--- src/rtl/disp_lsu_pkg.sv ---
package disp_lsu_pkg;

   localparam int ACC_W = 32;

   typedef enum logic [1:0] {
      SZ_8  = 2'd0,
      SZ_16 = 2'd1,
      SZ_32 = 2'd2
   } acc_size_e;

   typedef enum logic [1:0] {
      FLT_NONE  = 2'd0,
      FLT_UNDEF = 2'd1,
      FLT_FPU   = 2'd2,
      FLT_ALIGN = 2'd3
   } fault_e;

   typedef enum logic [1:0] {
      ST_IDLE = 2'd0,
      ST_MEM  = 2'd1,
      ST_RSP  = 2'd2
   } fsm_e;

   typedef struct packed {
      logic      is_store;
      logic      sext;
      acc_size_e size;
      fault_e    fault;
   } op_info_t;

   localparam logic [3:0] OP_ST8   = 4'd0;
   localparam logic [3:0] OP_ST16  = 4'd1;
   localparam logic [3:0] OP_ST32  = 4'd2;
   localparam logic [3:0] OP_FST   = 4'd3;
   localparam logic [3:0] OP_LD8   = 4'd4;
   localparam logic [3:0] OP_LD16  = 4'd5;
   localparam logic [3:0] OP_LD32  = 4'd6;
   localparam logic [3:0] OP_FLD   = 4'd7;
   localparam logic [3:0] OP_LDU8  = 4'd8;
   localparam logic [3:0] OP_LDU16 = 4'd9;

endpackage

--- src/rtl/disp_lsu_decode.sv ---
module disp_lsu_decode
   import disp_lsu_pkg::*;
(
   input  logic [3:0] op,
   output op_info_t   info
);

   always_comb begin
      info          = '0;
      info.size     = SZ_8;
      info.fault    = FLT_NONE;
      case (op)
         OP_ST8: begin
            info.is_store = 1'b1;
            info.size     = SZ_8;
         end
         OP_ST16: begin
            info.is_store = 1'b1;
            info.size     = SZ_16;
         end
         OP_ST32: begin
            info.is_store = 1'b1;
            info.size     = SZ_32;
         end
         OP_LD8: begin
            info.sext = 1'b1;
            info.size = SZ_8;
         end
         OP_LD16: begin
            info.sext = 1'b1;
            info.size = SZ_16;
         end
         OP_LD32: begin
            info.size = SZ_32;
         end
         OP_LDU8: begin
            info.size = SZ_8;
         end
         OP_LDU16: begin
            info.size = SZ_16;
         end
         OP_FST, OP_FLD: begin
            info.fault = FLT_FPU;
         end
         default: begin
            info.fault = FLT_UNDEF;
         end
      endcase
   end

endmodule

--- src/rtl/disp_lsu_agen.sv ---
module disp_lsu_agen
   import disp_lsu_pkg::*;
#(
   parameter int ADDR_W     = 32,
   parameter int DISP_W     = 12,
   parameter int DATA_W     = 32,
   parameter bit BIG_ENDIAN = 1'b1
)(
   input  logic [ADDR_W-1:0]   base,
   input  logic [DISP_W-1:0]   disp,
   input  acc_size_e           size,
   input  logic                is_store,
   input  logic [ACC_W-1:0]    st_data,
   output logic [ADDR_W-1:0]   ea,
   output logic                misaligned,
   output logic [DATA_W/8-1:0] be,
   output logic [DATA_W-1:0]   lanes
);

   localparam int NBYTES = DATA_W / 8;
   localparam int OFF_W  = $clog2(NBYTES);

   logic [ADDR_W-1:0] disp_ext;
   logic [OFF_W-1:0]  off;
   logic [OFF_W:0]    nbytes;

   assign disp_ext = {{(ADDR_W-DISP_W){1'b0}}, disp};
   assign ea       = base + (disp_ext << size);
   assign off      = ea[OFF_W-1:0];

   always_comb begin
      case (size)
         SZ_8:    nbytes = (OFF_W+1)'(1);
         SZ_16:   nbytes = (OFF_W+1)'(2);
         default: nbytes = (OFF_W+1)'(4);
      endcase
   end

   assign misaligned = ((size == SZ_16) && ea[0]) ||
                       ((size == SZ_32) && (ea[1:0] != 2'b00));

   for (genvar j = 0; j < NBYTES; j++) begin : g_lane
      localparam int             MOFF_I = BIG_ENDIAN ? (NBYTES - 1 - j) : j;
      localparam logic [OFF_W:0] MOFF   = MOFF_I[OFF_W:0];

      logic [OFF_W:0] rel;
      logic [OFF_W:0] rev;
      logic           hit;
      logic [1:0]     bidx;

      assign rel  = MOFF - {1'b0, off};
      assign rev  = nbytes - rel - (OFF_W+1)'(1);
      assign hit  = (MOFF >= {1'b0, off}) && (rel < nbytes);
      assign bidx = BIG_ENDIAN ? rev[1:0] : rel[1:0];

      assign be[j]          = hit;
      assign lanes[j*8 +: 8] = (hit && is_store) ? st_data[{bidx, 3'b000} +: 8] : 8'h00;
   end

endmodule

--- src/rtl/disp_lsu_extract.sv ---
module disp_lsu_extract
   import disp_lsu_pkg::*;
#(
   parameter int DATA_W     = 32,
   parameter bit BIG_ENDIAN = 1'b1,
   localparam int NBYTES    = DATA_W / 8,
   localparam int OFF_W     = $clog2(NBYTES)
)(
   input  logic [DATA_W-1:0] rdata,
   input  logic [OFF_W-1:0]  off,
   input  acc_size_e         size,
   input  logic              sext,
   output logic [ACC_W-1:0]  result
);

   logic [7:0] acc_b [4];

   for (genvar i = 0; i < 4; i++) begin : g_pick
      logic [OFF_W-1:0] moff;
      logic [OFF_W-1:0] lane;
      assign moff     = off + OFF_W'(i);
      assign lane     = BIG_ENDIAN ? (OFF_W'(NBYTES - 1) - moff) : moff;
      assign acc_b[i] = rdata[{lane, 3'b000} +: 8];
   end

   logic [15:0] half;

   always_comb begin
      half = BIG_ENDIAN ? {acc_b[0], acc_b[1]} : {acc_b[1], acc_b[0]};
      case (size)
         SZ_8:    result = sext ? {{24{acc_b[0][7]}}, acc_b[0]} : {24'h000000, acc_b[0]};
         SZ_16:   result = sext ? {{16{half[15]}}, half} : {16'h0000, half};
         default: result = BIG_ENDIAN ? {acc_b[0], acc_b[1], acc_b[2], acc_b[3]}
                                      : {acc_b[3], acc_b[2], acc_b[1], acc_b[0]};
      endcase
   end

endmodule

--- src/rtl/disp_ldst_unit.sv ---
module disp_ldst_unit
   import disp_lsu_pkg::*;
#(
   parameter int ADDR_W     = 32,
   parameter int DISP_W     = 12,
   parameter int DATA_W     = 32,
   parameter bit BIG_ENDIAN = 1'b1
)(
   input  logic                clk,
   input  logic                rst_n,
   input  logic                req_valid,
   output logic                req_ready,
   input  logic [3:0]          req_op,
   input  logic [ADDR_W-1:0]   req_base,
   input  logic [DISP_W-1:0]   req_disp,
   input  logic [31:0]         req_wdata,
   output logic                mem_req,
   output logic                mem_we,
   output logic [ADDR_W-1:0]   mem_addr,
   output logic [DATA_W/8-1:0] mem_be,
   output logic [DATA_W-1:0]   mem_wdata,
   input  logic [DATA_W-1:0]   mem_rdata,
   input  logic                mem_ready,
   output logic                rsp_valid,
   output logic [1:0]          rsp_fault,
   output logic [31:0]         rsp_data
);

   localparam int NBYTES = DATA_W / 8;
   localparam int OFF_W  = $clog2(NBYTES);

   if (DATA_W != 32 && DATA_W != 64) begin : g_bad_data_w
      $error("disp_ldst_unit: DATA_W must be 32 or 64");
   end
   if (DISP_W < 1 || DISP_W + 2 >= ADDR_W) begin : g_bad_disp_w
      $error("disp_ldst_unit: DISP_W must be at least 1 and leave room for scaling");
   end
   if (ADDR_W < 8 || ADDR_W > 64) begin : g_bad_addr_w
      $error("disp_ldst_unit: ADDR_W out of range");
   end

   op_info_t            info;
   logic [ADDR_W-1:0]   ea;
   logic                mis;
   logic [NBYTES-1:0]   be_n;
   logic [DATA_W-1:0]   lanes_n;
   logic [31:0]         ld_val;
   fault_e              acc_fault;

   fsm_e                state_q;
   logic [ADDR_W-1:0]   addr_q;
   logic [NBYTES-1:0]   be_q;
   logic [DATA_W-1:0]   wdata_q;
   logic                we_q;
   acc_size_e           size_q;
   logic                sext_q;
   fault_e              fault_q;
   logic [31:0]         data_q;

   disp_lsu_decode u_dec (
      .op   (req_op),
      .info (info)
   );

   disp_lsu_agen #(
      .ADDR_W     (ADDR_W),
      .DISP_W     (DISP_W),
      .DATA_W     (DATA_W),
      .BIG_ENDIAN (BIG_ENDIAN)
   ) u_agen (
      .base       (req_base),
      .disp       (req_disp),
      .size       (info.size),
      .is_store   (info.is_store),
      .st_data    (req_wdata),
      .ea         (ea),
      .misaligned (mis),
      .be         (be_n),
      .lanes      (lanes_n)
   );

   disp_lsu_extract #(
      .DATA_W     (DATA_W),
      .BIG_ENDIAN (BIG_ENDIAN)
   ) u_ext (
      .rdata  (mem_rdata),
      .off    (addr_q[OFF_W-1:0]),
      .size   (size_q),
      .sext   (sext_q),
      .result (ld_val)
   );

   always_comb begin
      acc_fault = info.fault;
      if (info.fault == FLT_NONE && mis) begin
         acc_fault = FLT_ALIGN;
      end
   end

   always_ff @(posedge clk or negedge rst_n) begin
      if (!rst_n) begin
         state_q <= ST_IDLE;
         addr_q  <= '0;
         be_q    <= '0;
         wdata_q <= '0;
         we_q    <= 1'b0;
         size_q  <= SZ_8;
         sext_q  <= 1'b0;
         fault_q <= FLT_NONE;
         data_q  <= '0;
      end else begin
         case (state_q)
            ST_IDLE: begin
               if (req_valid) begin
                  fault_q <= acc_fault;
                  data_q  <= '0;
                  if (acc_fault != FLT_NONE) begin
                     state_q <= ST_RSP;
                  end else begin
                     state_q <= ST_MEM;
                     addr_q  <= ea;
                     be_q    <= be_n;
                     wdata_q <= lanes_n;
                     we_q    <= info.is_store;
                     size_q  <= info.size;
                     sext_q  <= info.sext;
                  end
               end
            end
            ST_MEM: begin
               if (mem_ready) begin
                  state_q <= ST_RSP;
                  data_q  <= we_q ? 32'h0 : ld_val;
               end
            end
            default: begin
               state_q <= ST_IDLE;
            end
         endcase
      end
   end

   assign req_ready = (state_q == ST_IDLE);
   assign mem_req   = (state_q == ST_MEM);
   assign mem_we    = mem_req & we_q;
   assign mem_be    = mem_req ? be_q : '0;
   assign mem_addr  = addr_q;
   assign mem_wdata = wdata_q;
   assign rsp_valid = (state_q == ST_RSP);
   assign rsp_fault = fault_q;
   assign rsp_data  = data_q;

endmodule

--- config.mk ---
export PLATFORM = sky130hd
export DESIGN_NAME = disp_ldst_unit
export DESIGN_NICKNAME = d
export VERILOG_FILES = /design/src/rtl/disp_lsu_pkg.sv /design/src/rtl/disp_lsu_decode.sv /design/src/rtl/disp_lsu_agen.sv /design/src/rtl/disp_lsu_extract.sv /design/src/rtl/disp_ldst_unit.sv
export SDC_FILE = /design/constraint.sdc
export NUM_CORES = 1
export LEC_CHECK = 0
export ABC_CLOCK_PERIOD_IN_PS = 1900
export BUFFER_PORTS_ARGS = -buffer_cell sky130_fd_sc_hd__buf_4
export CAP_MARGIN = 10
export CORE_MARGIN = 2
export CORE_UTILIZATION = 49
export CTS_BUF_LIST = sky130_fd_sc_hd__clkbuf_8
export DETAILED_ROUTE_END_ITERATION = 7
export PLACE_DENSITY = 0.8
export SYNTH_ARGS = -nofsm -noshare
export SYNTH_HDL_FRONTEND = slang
export SYNTH_SLANG_ARGS = --single-unit
--- constraint.sdc ---
create_clock -name clk -period 1.9 [get_ports clk]
set_input_delay 0.095 -clock clk [delete_from_list [all_inputs] [get_ports clk]]
set_output_delay 0.095 -clock clk [all_outputs]
set_load 0.05 [all_outputs]
# Word level (Yosys, flattened, before mapping)
# Cells that the tools add are included.
[word_totals]
wordCells = 114
inputBits = 116
register_bits = 108
out_inout_bits = 106
[classes]
muxes = 22
bitwise = 2
magnitude_cmp = 7
reduce_logical = 29
n_addsub = 20
n_eq_ne = 16
shift = 9
[ops]
columns = ["cell", "n"]
rows = [
  ["variable part select 32 x 6 -> 8 bit", 8],
  ["2-to-1 mux 32 bit", 5],
  ["case mux 32 bit (2 select lines)", 2],
  ["adder 32 bit", 1],
  ["2-to-1 mux 8 bit", 4],
  ["<< shifter 12 x 2 -> 32 bit", 1],
  ["equality test 4 x 3 -> 1 bit (second input constant)", 4],
  ["less-than comparator 3 bit", 4],
  ["case mux 2 bit (2 select lines)", 3],
  ["logical AND 1 bit", 10],
  ["equality test 4 x 2 -> 1 bit (second input constant)", 2],
  ["equality test 4 bit (second input constant)", 2],
  ["logical NOT 2 bit", 4],
  ["2-to-1 mux 2 bit", 4],
  ["OR reduction 8 bit", 1],
  ["subtractor 2 x 1 -> 2 bit (second input constant)", 4],
  ["subtractor 2 bit", 4],
  ["subtractor 2 bit (first input constant)", 4],
  ["equality test 2 x 1 -> 1 bit (second input constant)", 3],
  ["case mux 3 bit (2 select lines)", 1],
  ["AND reduction 3 bit", 2],
  ["nonzero test 2 bit", 3],
  ["OR reduction 2 bit", 3],
  ["OR reduction 3 bit", 2],
  ["other kinds (17)", 24],
]

# Depth between registers and ports, before layout
# Gate-level depths: netlist of the first run.
[logic_depth]
word_depth = 14
mapped_depth = 16
ltp_nobuf = 15

# Modules after synthesis
# Synthesis of the first run repeated with hierarchy kept, for this count alone.
[unflattened]
cells_unflattened = 787
hier_area_um2 = 8059.0
[by_module_without_submodules]
columns = ["module", "area_each_um2", "seq_area_each_um2", "cells_each", "instances"]
rows = [
  ["disp_ldst_unit", 4344.2, 2702.6, 325, 1],
  ["disp_lsu_agen", 2443.6, 0.0, 321, 1],
  ["disp_lsu_extract", 1207.4, 0.0, 134, 1],
  ["disp_lsu_decode", 63.8, 0.0, 7, 1],
]

# Least setup slack after synthesis of the first run
# OpenSTA, ideal clock, no wires.
[synth_path]
kind = "input to register"
startpoint = "input port req_op[1]"
endpoint = "register wdata_q[6], in the netlist mem_wdata[6]"
t_arrival_ns = 3.479
setup_time_ns = 0.122
required_time_ns = 1.778
n_path_buf = 3
setup_slack_ns = -1.700
stages = 13
cell_sequence = "buf_1 > a21oi_1 > nand2_1 > clkbuf_1 > and3_1 > ha_1 > fa_1 > inv_1 > ha_1 > xnor2_1 > clkbuf_1 > nand2_1 > a32o_1"
[synth_between]
elab_chain_len = 13
elab_cells_between_ends = 41
cone_classes = "add/sub (4); order compare (1); eq/ne (11); shift (2); mux (6); bitwise (1); reduce/logical (16)"
[synth_lines]
columns = ["element", "line_no", "text"]
rows = [
  ["from (decl)", "disp_ldst_unit.sv:13", "input logic [3:0] req_op,"],
  ["equality test 4 x 1 -> 1 bit (tied with other cells)", "disp_lsu_decode.sv:12", "case (op)"],
  ["OR reduction 3 bit (no line) or OR reduction 2 bit (tied branches)", "n/a", ""],
  ["case mux 2 bit (2 select lines) *", "disp_lsu_decode.sv:12", ""],
  ["<< shifter 12 x 2 -> 32 bit *", "disp_lsu_agen.sv:28", "assign ea = base + (disp_ext << size);"],
  ["adder 32 bit *", "disp_lsu_agen.sv:28", ""],
  ["net ea[1]", "disp_ldst_unit.sv:43", "logic [ADDR_W-1:0] ea;"],
  ["parallel branches: the longest is 8 deep, another holds subtractor 2 x 2 -> 3 bit", "n/a", ""],
  ["to (signal assigned)", "disp_ldst_unit.sv:123", "wdata_q <= lanes_n;"],
  ["to (decl)", "disp_ldst_unit.sv:53", "logic [DATA_W-1:0] wdata_q;"],
]
# Mark *: on every way through the listed nets, which the timed path passes.
# A chain may end at the register's enable or synchronous reset.

# Worst setup path in the final report of the first run
[layout_path]
startpoint = "input port req_op[3]"
endpoint = "register wdata_q[15], in the netlist mem_wdata[15]"
# Same word-level chain as after synthesis.

==> summary.txt, run 1 <==
====================================================================================
Status                                                                  finished with violations
First DRT Iteration DRCs                                                         639
Largest fanout of any net on the critical path                                     8
Final hold slack                                                            -5.17 ps
Fraction of layout cells with a size suffix above 1                            43.1%
Final setup slack of the worst path                                          -713 ps
Number of nets in the layout                                                    1326
Violated checks                                                         hold timing, setup timing
Area Growth Syn to Fin                                                         58.6%
Max-cap violations                                                                 0
Count of mapped cells out of synthesis                                           832
Crit. End Element                                                          flip-flop
Number of max-slew violations in the final report                                  0
Number of top-level design ports                                                 222
Yosys top cell area share                                                      37.2%
Antenna violations before repair                                                   0
Library cell appearing most often on the critical path                  sky130_fd_sc_hd__buf_6
Share of total power consumed by net switching                                 49.3%
Die width                                                                     126 µm
Power density over the cells                                             1160 mW/mm²
Cell taking the most area after synthesis                               sky130_fd_sc_hd__dfrtp_1
All-Layer GR Usage                                                             30.8%
Number of fillers in the final layout                                            898
Average footprint of a synthesized cell                                     8.72 µm²
Leading post-synthesis cells by cell area                               sky130_fd_sc_hd__dfrtp_1 (37%), sky130_fd_sc_hd__mux2i_1 (12%), sky130_fd_sc_hd__nand2_1 (10%)
Util after Layout                                                              79.5%
Area of all placed cells without fillers                                  0.0115 mm²
Largest net degree at the start of global routing                                 61
Crit path kind                                                             in -> reg
Buffer levels on the longest clock path                                            2
Post-detailed-placement half-perimeter wirelength                           17600 µm
Non-filler cells in the finished layout                                         1373
Data required time of the critical path                                      2250 ps
Type of the tightest min-delay check                                       in -> reg
Net switching power                                                          6590 µW
Clock-pin transition on the worst setup and hold timing paths                 120 ps
Relative contribution of the clock network to total power                      10.9%
Maximum operating frequency                                                0.383 GHz
Time the final worst path needs with I/O delays and setup                    2610 ps
Final clock skew                                                             21.7 ps
Average wire per standard cell                                               18.9 µm
Logic gate share of total power                                                64.3%
Total number of yosys warnings                                                     0
Global route overflow                                                              0
Share of flip-flops with an asynchronous set or reset after synthesis           100%
Arrival time at the worst endpoint                                           2960 ps
Average via count per standard cell                                             5.84
Setup repair after global routing missed its margin                             true
Antenna violation net count after detailed routing                                 0
CTS tree                                                                       built
Final count of hold timing violations                                              2
Area of the die                                                           0.0158 mm²
Internal power                                                               6780 µW
Wire length of the first global-routing pass                                39700 µm
Total wirelength of the detailed-routed design                              25900 µm
Antenna diodes                                                                     0
Number of nets in the synthesized netlist                                        974
Row Count                                                                         44
Cell-by-cell listing of the critical path                               buf_8 -> a21oi_4 -> nand2_4 -> buf_4 -> and3_4 -> ha_4 -> fa_2 -> buf_6 -> nor4_4 -> o21ai_4 -> a2111o_1 -> buf_6 -> nor2_4 -> a32o_1
Insertion delay of the later-clocked pin in the worst-skew pair               410 ps
Sink Count                                                                       108
Via count of the first global-routing pass                                      7968
Maximum single-stage delay on the critical path                               500 ps
Post-route DRC                                                                     0
Vias after detailed routing                                                     8020
Post-placement setup slack                                                  -1160 ps
Area of the core                                                          0.0145 mm²
Leak pwr                                                                  0.00558 µW
Initial core utilization                                                       50.1%
Sequential area share after synthesis                                          37.2%
Portion of total power attributed to sequential cells                          24.8%
Worst max-slew margin expressed relative to the limit                          63.0%
Number of enable-type register cells in the synthesized netlist                    0
Count of buffers from port buffering                                             221
Slowest CP cell                                                         sky130_fd_sc_hd__fa_2
Cell area after placement                                                 0.0102 mm²
Setup violation total in the final timing report                                  76
Commonest register cell after synthesis                                 sky130_fd_sc_hd__dfrtp_1
RD Place Congestion                                                            0.951
Cell variety after synth                                                          56
Critical Path Start Type                                                primary input
Clock buffers created by TritonCTS                                                 9
H-tree lvl count                                                                   3
Worst voltage drop across the vdd grid                                        974 µV
Syn Std Cell Area                                                        0.00726 mm²
Final worst-path cycle share                                                    138%
Synthesis-stage register bit count                                               108
Instance count after placement with tap cells included                          1305
Cell at the root of the clock tree                                      sky130_fd_sc_hd__clkbuf_8
Worst-margin pin slew                                                         555 ps
Number of optimization iterations in the first detailed-route pass                 5
Floorplan die height                                                          126 µm
====================================================================================
==> path summary, 6_finish.rpt <==
kind,from,endpoint,slack (ps),depth (start not counted)
max,req_op[3],mem_wdata[15]$_DFFE_PN0P_,-710,14
min,req_base[19],mem_addr[19]$_DFFE_PN0P_,-5,3
max reg2reg,state_q[1]$_DFFE_PN0P_,mem_wdata[15]$_DFFE_PN0P_,-80,7
min reg2reg,be_q[0]$_DFFE_PN0P_,be_q[0]$_DFFE_PN0P_,470,2
max in group asynchronous,rst_n,mem_wdata[16]$_DFFE_PN0P_,1100,3
min in group asynchronous,rst_n,rsp_data[18]$_DFFE_PN0P_,140,2
==> cell usage after synthesis, types with 2 or more instances <==
library cell	n
sky130_fd_sc_hd__a21o_1	3
sky130_fd_sc_hd__a21oi_1	43
sky130_fd_sc_hd__a22o_1	23
sky130_fd_sc_hd__a31oi_1	5
sky130_fd_sc_hd__a32o_1	33
sky130_fd_sc_hd__and2_1	11
sky130_fd_sc_hd__and3_1	8
sky130_fd_sc_hd__and4_1	3
sky130_fd_sc_hd__buf_1	7
sky130_fd_sc_hd__buf_2	9
sky130_fd_sc_hd__clkbuf_1	32
sky130_fd_sc_hd__dfrtp_1	108
sky130_fd_sc_hd__ha_1	25
sky130_fd_sc_hd__inv_1	11
sky130_fd_sc_hd__inv_2	3
sky130_fd_sc_hd__mux2_2	8
sky130_fd_sc_hd__mux2i_1	85
sky130_fd_sc_hd__nand2_1	196
sky130_fd_sc_hd__nand2b_1	2
sky130_fd_sc_hd__nand3_1	10
sky130_fd_sc_hd__nor2_1	34
sky130_fd_sc_hd__nor2_2	3
sky130_fd_sc_hd__nor2b_1	5
sky130_fd_sc_hd__nor3_1	9
sky130_fd_sc_hd__nor3b_1	3
sky130_fd_sc_hd__nor4_2	2
sky130_fd_sc_hd__o2111ai_1	6
sky130_fd_sc_hd__o211ai_1	8
sky130_fd_sc_hd__o21a_1	4
sky130_fd_sc_hd__o21ai_0	22
sky130_fd_sc_hd__o21ai_1	53
sky130_fd_sc_hd__o31ai_1	4
sky130_fd_sc_hd__or2_2	2
sky130_fd_sc_hd__or3_1	2
sky130_fd_sc_hd__xnor2_1	13
sky130_fd_sc_hd__xor2_1	17
==> timing repair <==
item	4_1_cts	5_1_grt
pin swaps	71	56
hold endpoints to repair	34	0
cloned	3	1
hold buffers	12	0
buffers inserted	26	18
setup endpoints to repair	90	100
gates resized for setup	97	68
==> worst max-delay path, delay by kind of cell <==
family	cells	cell delay, ps
AOI/OAI and AO/OA	4	930
adders and majority gates	2	660
buffers and inverters	4	590
and+or+nand+nor	4	680
==> per-stage QoR <==
stage | total power, µW | TNS (ps)
after floorplan | 8350 | -63630
after global placement | 10800 | -61790
after detailed placement | 11000 | -67870
after CTS | 12900 | -24650
after global routing | 14000 | -43530
final | 13400 | -38620
==> metal layers <==
layer  GRT usage (%)  wire [µm]
met1            38.4      10000
met2            53.4      13200
met3            6.03       1900
met4            10.8        831
met5               0          0
==> final cells by class <==
type / count / area (µm²) / area share [%]
clock buffers: 10 / 138 / 1.20
clock inverters: 6 / 60.1 / 0.522
inverters: 14 / 55.1 / 0.478
multi-input cells: 663 / 5020 / 43.6
flip-flops and latches: 108 / 2700 / 23.5
well taps: 184 / 230 / 2.00
repair buffers: 388 / 3300 / 28.7
==> flip-flops by register name, summed over array words and instances (netlist names) <==
register and cells:
we_q 1, rsp_fault 2, mem_wdata 32, size_q 2
sext_q 1, mem_addr 32, be_q 4, rsp_data 32
state_q 2
==> layout by cell type (no fill, tap or decap), types with 5 or more instances in the layout <==
cell type,synthesis,layout
sky130_fd_sc_hd__buf_6,0,34
sky130_fd_sc_hd__nand2_2,0,10
sky130_fd_sc_hd__a21oi_1,43,31
sky130_fd_sc_hd__nand2_1,196,178
sky130_fd_sc_hd__buf_4,0,323
sky130_fd_sc_hd__and2_1,11,11
sky130_fd_sc_hd__nor2_1,34,30
sky130_fd_sc_hd__buf_12,0,13
sky130_fd_sc_hd__o21ai_1,53,54
sky130_fd_sc_hd__inv_2,3,5
sky130_fd_sc_hd__dlygate4sd3_1,0,12
sky130_fd_sc_hd__nand3_1,10,8
sky130_fd_sc_hd__xor2_1,17,13
sky130_fd_sc_hd__ha_1,25,19
sky130_fd_sc_hd__mux2i_2,0,5
sky130_fd_sc_hd__nand2_4,0,8
sky130_fd_sc_hd__a21oi_4,0,5
sky130_fd_sc_hd__nor3_1,9,5
sky130_fd_sc_hd__a21oi_2,0,7
sky130_fd_sc_hd__a22o_1,23,23
sky130_fd_sc_hd__inv_1,11,8
sky130_fd_sc_hd__o21ai_0,22,9
sky130_fd_sc_hd__and3_1,8,6
sky130_fd_sc_hd__xnor2_1,13,10
sky130_fd_sc_hd__o21ai_2,0,9
sky130_fd_sc_hd__a32o_1,33,32
sky130_fd_sc_hd__ha_4,0,5
sky130_fd_sc_hd__o211ai_1,8,8
sky130_fd_sc_hd__nor2_4,0,5
sky130_fd_sc_hd__dfrtp_1,108,107
sky130_fd_sc_hd__mux2i_1,85,79
sky130_fd_sc_hd__mux2_2,8,8
sky130_fd_sc_hd__clkbuf_8,0,10
==> power groups by stage <==
stage                     clock network [µW]  registers, µW  logic [µW]
after floorplan                            0           5130        3220
after global placement                     0           3310        7500
after detailed placement                   0           3330        7640
after CTS                               1460           3290        8100
after global routing                    1580           3380        9090
final                                   1460           3310        8600
==> logic make-up (layout without fill, tap and decap cells) <==
logic type	Yosys count	after routing	share of synthesized area, %
AO/OA/AOI/OAI	213	213	20.0
buffers and inverters	62	418	3.36
other	1	1	0.0517
multiplexers	93	93	13.0
adder cells (fa/ha/maj)	26	26	4.59
flip-flops	108	108	37.2
AND/OR/NAND/NOR	299	300	18.2
XOR/XNOR	30	30	3.62
No activity file was read; power rests on OpenSTA's default activity.
==> inputs of run 2 (changes only) <==
==> constraint.sdc (replaced) <==
create_clock -name clk -period 1.9 [get_ports clk]
set_input_delay 0.19 -clock clk [delete_from_list [all_inputs] [get_ports clk]]
set_output_delay 0.19 -clock clk [all_outputs]
set_load 0.05 [all_outputs]
==> summary.txt, run 2 (synthesis results as in run 1) <==
=================================================================================
Number of nets in the layout                                                 1318   was 1326
Average wire per standard cell                                            20.4 µm   was 18.9 µm
Instance count after placement with tap cells included                       1306   was 1305
Final count of hold timing violations                                           0   was 2
Worst voltage drop across the vdd grid                                     975 µV   was 974 µV
Final clock skew                                                          16.5 ps   was 21.7 ps
Total power of the final layout                                          13500 µW   was 13400 µW
Number of buffers and inverters on the critical path                            5   was 4
First DRT Iteration DRCs                                                      916   was 639
Count of buffers from port buffering                                          221   unchanged
Top cell family by delay on the critical path                        compound AO/OA/AOI/OAI gates   unchanged
Number of top-level design ports                                              222   unchanged
Slack of the worst reg-to-reg path                                        -130 ps   was -80 ps
Power density over the cells                                          1180 mW/mm²   was 1160 mW/mm²
Number of fillers in the final layout                                         899   was 898
Most common cell after layout, fill and taps aside                   sky130_fd_sc_hd__buf_4   unchanged
Type of the tightest min-delay check                                    in -> reg   unchanged
H-tree lvl count                                                                3   unchanged
Non-filler cells in the finished layout                                      1365   was 1373
Area of the core                                                       0.0145 mm²   unchanged
Time the final worst path needs with I/O delays and setup                 2670 ps   was 2610 ps
WHS Endpoint                                                         mem_addr[31]$_DFFE_PN0P_   was mem_addr[19]$_DFFE_PN0P_
Vias after detailed routing                                                  8351   was 8020
Max-cap violations                                                              0   unchanged
Number of max-slew violations in the final report                               0   unchanged
Cell-by-cell listing of the critical path                            buf_8 -> a21oi_4 -> nand2_4 -> buf_12 -> mux2i_1 -> a21oi_1 -> ha_1 -> buf_6 -> a21oi_4 -> o211ai_1 -> buf_4 -> a2111oi_4 -> buf_4 -> nand4b_1 -> xor2_1 -> o21ai_1   was buf_8 -> a21oi_4 -> nand2_4 -> buf_4 -> and3_4 -> ha_4 -> fa_2 -> buf_6 -> nor4_4 -> o21ai_4 -> a2111o_1 -> buf_6 -> nor2_4 -> a32o_1
Reg2Reg Launch Point                                                 state_q[1]$_DFFE_PN0P_   unchanged
Area of the multi-input gates                                         0.00504 mm²   was 0.00502 mm²
Area occupied by registers                                            0.00270 mm²   unchanged
Final hold slack                                                          61.8 ps   was -5.17 ps
Area Growth Syn to Fin                                                      58.7%   was 58.6%
Final worst-path cycle share                                                 141%   was 138%
Die width                                                                  126 µm   unchanged
Endpoint of the most critical register-to-register path              mem_wdata[12]$_DFFE_PN0P_   was mem_wdata[15]$_DFFE_PN0P_
Setup repair after global routing missed its margin                          true   unchanged
Insertion delay of the later-clocked pin in the worst-skew pair            410 ps   about the same
Maximum single-stage delay on the critical path                            450 ps   was 500 ps
Crit path kind                                                          in -> reg   unchanged
Setup violation total in the final timing report                               76   unchanged
Data required time of the critical path                                   2210 ps   was 2250 ps
Leading cell types in the layout, fill and taps excluded             sky130_fd_sc_hd__buf_4 (324), sky130_fd_sc_hd__nand2_1 (170), sky130_fd_sc_hd__dfrtp_1 (107)   was sky130_fd_sc_hd__buf_4 (323), sky130_fd_sc_hd__nand2_1 (178), sky130_fd_sc_hd__dfrtp_1 (107)
Clock buffers created by TritonCTS                                              9   unchanged
Largest net degree at the start of global routing                              61   unchanged
Initial core utilization                                                    50.1%   unchanged
Buffer levels on the longest clock path                                         2   unchanged
Area of the die                                                        0.0158 mm²   unchanged
Critical Path Start Type                                             primary input   unchanged
Worst max-slew margin expressed relative to the limit                       60.4%   was 63.0%
Post-detailed-placement half-perimeter wirelength                        17900 µm   was 17600 µm
Largest fanout of any net on the critical path                                  8   unchanged
Worst-margin pin slew                                                      587 ps   was 555 ps
R2R depth                                                                       7   unchanged
Antenna violation net count after detailed routing                              0   unchanged
Via count of the first global-routing pass                                   7964   was 7968
Antenna diodes                                                                  0   unchanged
Violated checks                                                      setup timing   was hold timing, setup timing
Post-placement setup slack                                               -1290 ps   was -1160 ps
CTS tree                                                                    built   unchanged
Cell at the root of the clock tree                                   sky130_fd_sc_hd__clkbuf_8   unchanged
Row Count                                                                      44   unchanged
Floorplan die height                                                       126 µm   unchanged
Global route overflow                                                           0   unchanged
Status                                                               finished with violations   unchanged
Slowest CP cell                                                      sky130_fd_sc_hd__a2111oi_4   was sky130_fd_sc_hd__fa_2
Origin of the worst min-delay path                                   req_base[31]   was req_base[19]
Fraction of layout cells with a size suffix above 1                         44.5%   was 43.1%
Post-route DRC                                                                  0   unchanged
Arrival time at the worst endpoint                                        2980 ps   was 2960 ps
Crit. End Element                                                       flip-flop   unchanged
Clock-pin transition on the worst setup and hold timing paths              120 ps   about the same
RD Place Congestion                                                         0.947   was 0.951
Average via count per standard cell                                          6.12   was 5.84
Wire length of the first global-routing pass                             39800 µm   was 39700 µm
All-Layer GR Usage                                                          31.1%   was 30.8%
Sink Count                                                                    108   unchanged
Maximum operating frequency                                             0.374 GHz   was 0.383 GHz
Hold Crit Depth                                                                 3   unchanged
Number of optimization iterations in the first detailed-route pass              5   unchanged
Leak pwr                                                               0.00559 µW   was 0.00558 µW
Final setup slack of the worst path                                       -771 ps   was -713 ps
Antenna violations before repair                                                0   unchanged
Total wirelength of the detailed-routed design                           27800 µm   was 25900 µm
=================================================================================
==> run 2: changes by cell type in the layout (fill, tap and decap cells not counted), sizes merged <==
cell	change
clkbuf	+2
clkinvlp	+1
buf	+1
or3	-1
inv	-1
dlygate4sd3	-10
==> run 2: worst min-delay path: cells and delay by family <==
family	cells	cell delay, ps
AO/OA/AOI/OAI	1	110
buffers and inverters	1	80
XOR/XNOR	1	50
==> run 2: how the worst max path moves through the flow <==
stage / cells after the start / slack, ps / to / startpoint
after detailed placement: 14 / -1290 / mem_wdata[2]$_DFFE_PN0P_ / req_op[3]
after CTS: 14 / -590 / mem_wdata[12]$_DFFE_PN0P_ / req_op[3]
after global routing: 16 / -860 / mem_addr[28]$_DFFE_PN0P_ / req_op[2]
after floorplan: 12 / -1140 / mem_wdata[16]$_DFFE_PN0P_ / req_op[3]
after global placement: 14 / -1100 / mem_wdata[7]$_DFFE_PN0P_ / req_op[3]
final: 16 / -770 / mem_addr[28]$_DFFE_PN0P_ / req_op[2]
==> run 2: layer usage <==
metal | track usage, % | wire length, µm | up-vias
met3 | 6.29 | 2340 | 121
met1 | 39.2 | 10500 | 4075
met5 | 0 | 0 | -
met4 | 12.2 | 1470 | 0
li1 | - | - | 3666
met2 | 52.6 | 13500 | 489
==> run 2: final cells by class <==
type | count | share of cell area [%]
sequential | 108 | 23.5
inverter | 14 | 0.500
multi-input combinational | 662 | 43.8
clock inverter | 6 | 0.467
timing repair buffer | 381 | 28.6
tap | 184 | 2.00
clock buffer | 10 | 1.20
==> run 2: where the power goes <==
part | leakage, µW | switching, µW | internal [µW]
combinational | 0.00406 | 5370 | 3370
sequential | 0.00143 | 444 | 2900
clock | 0.0000954 | 923 | 537
total | 0.00559 | 6740 | 6810
==> run 2: stage by stage <==
| stage | TNS (ps) | instance area, µm² | utilization (%) |
|---|---|---|---|
| after floorplan | -70850 | 7570 | - |
| after global placement | -68990 | 10200 | 70.2 |
| after detailed placement | -73980 | 10200 | 70.2 |
| after CTS | -30180 | 10900 | 75.3 |
| after global routing | -50190 | 11500 | 79.5 |
| final | -46320 | 11500 | 79.5 |
==> run 2: timing repair <==
| item | CTS | global route |
|---|---|---|
| gates resized for setup | 73 | 106 |
| pin swaps | 48 | 76 |
| endpoints found under the setup margin | 83 | 95 |
| hold buffers | 1 | 1 |
| buffers inserted | 26 | 19 |
| endpoints found under the hold margin | 21 | 1 |
| cloned | 2 | 5 |
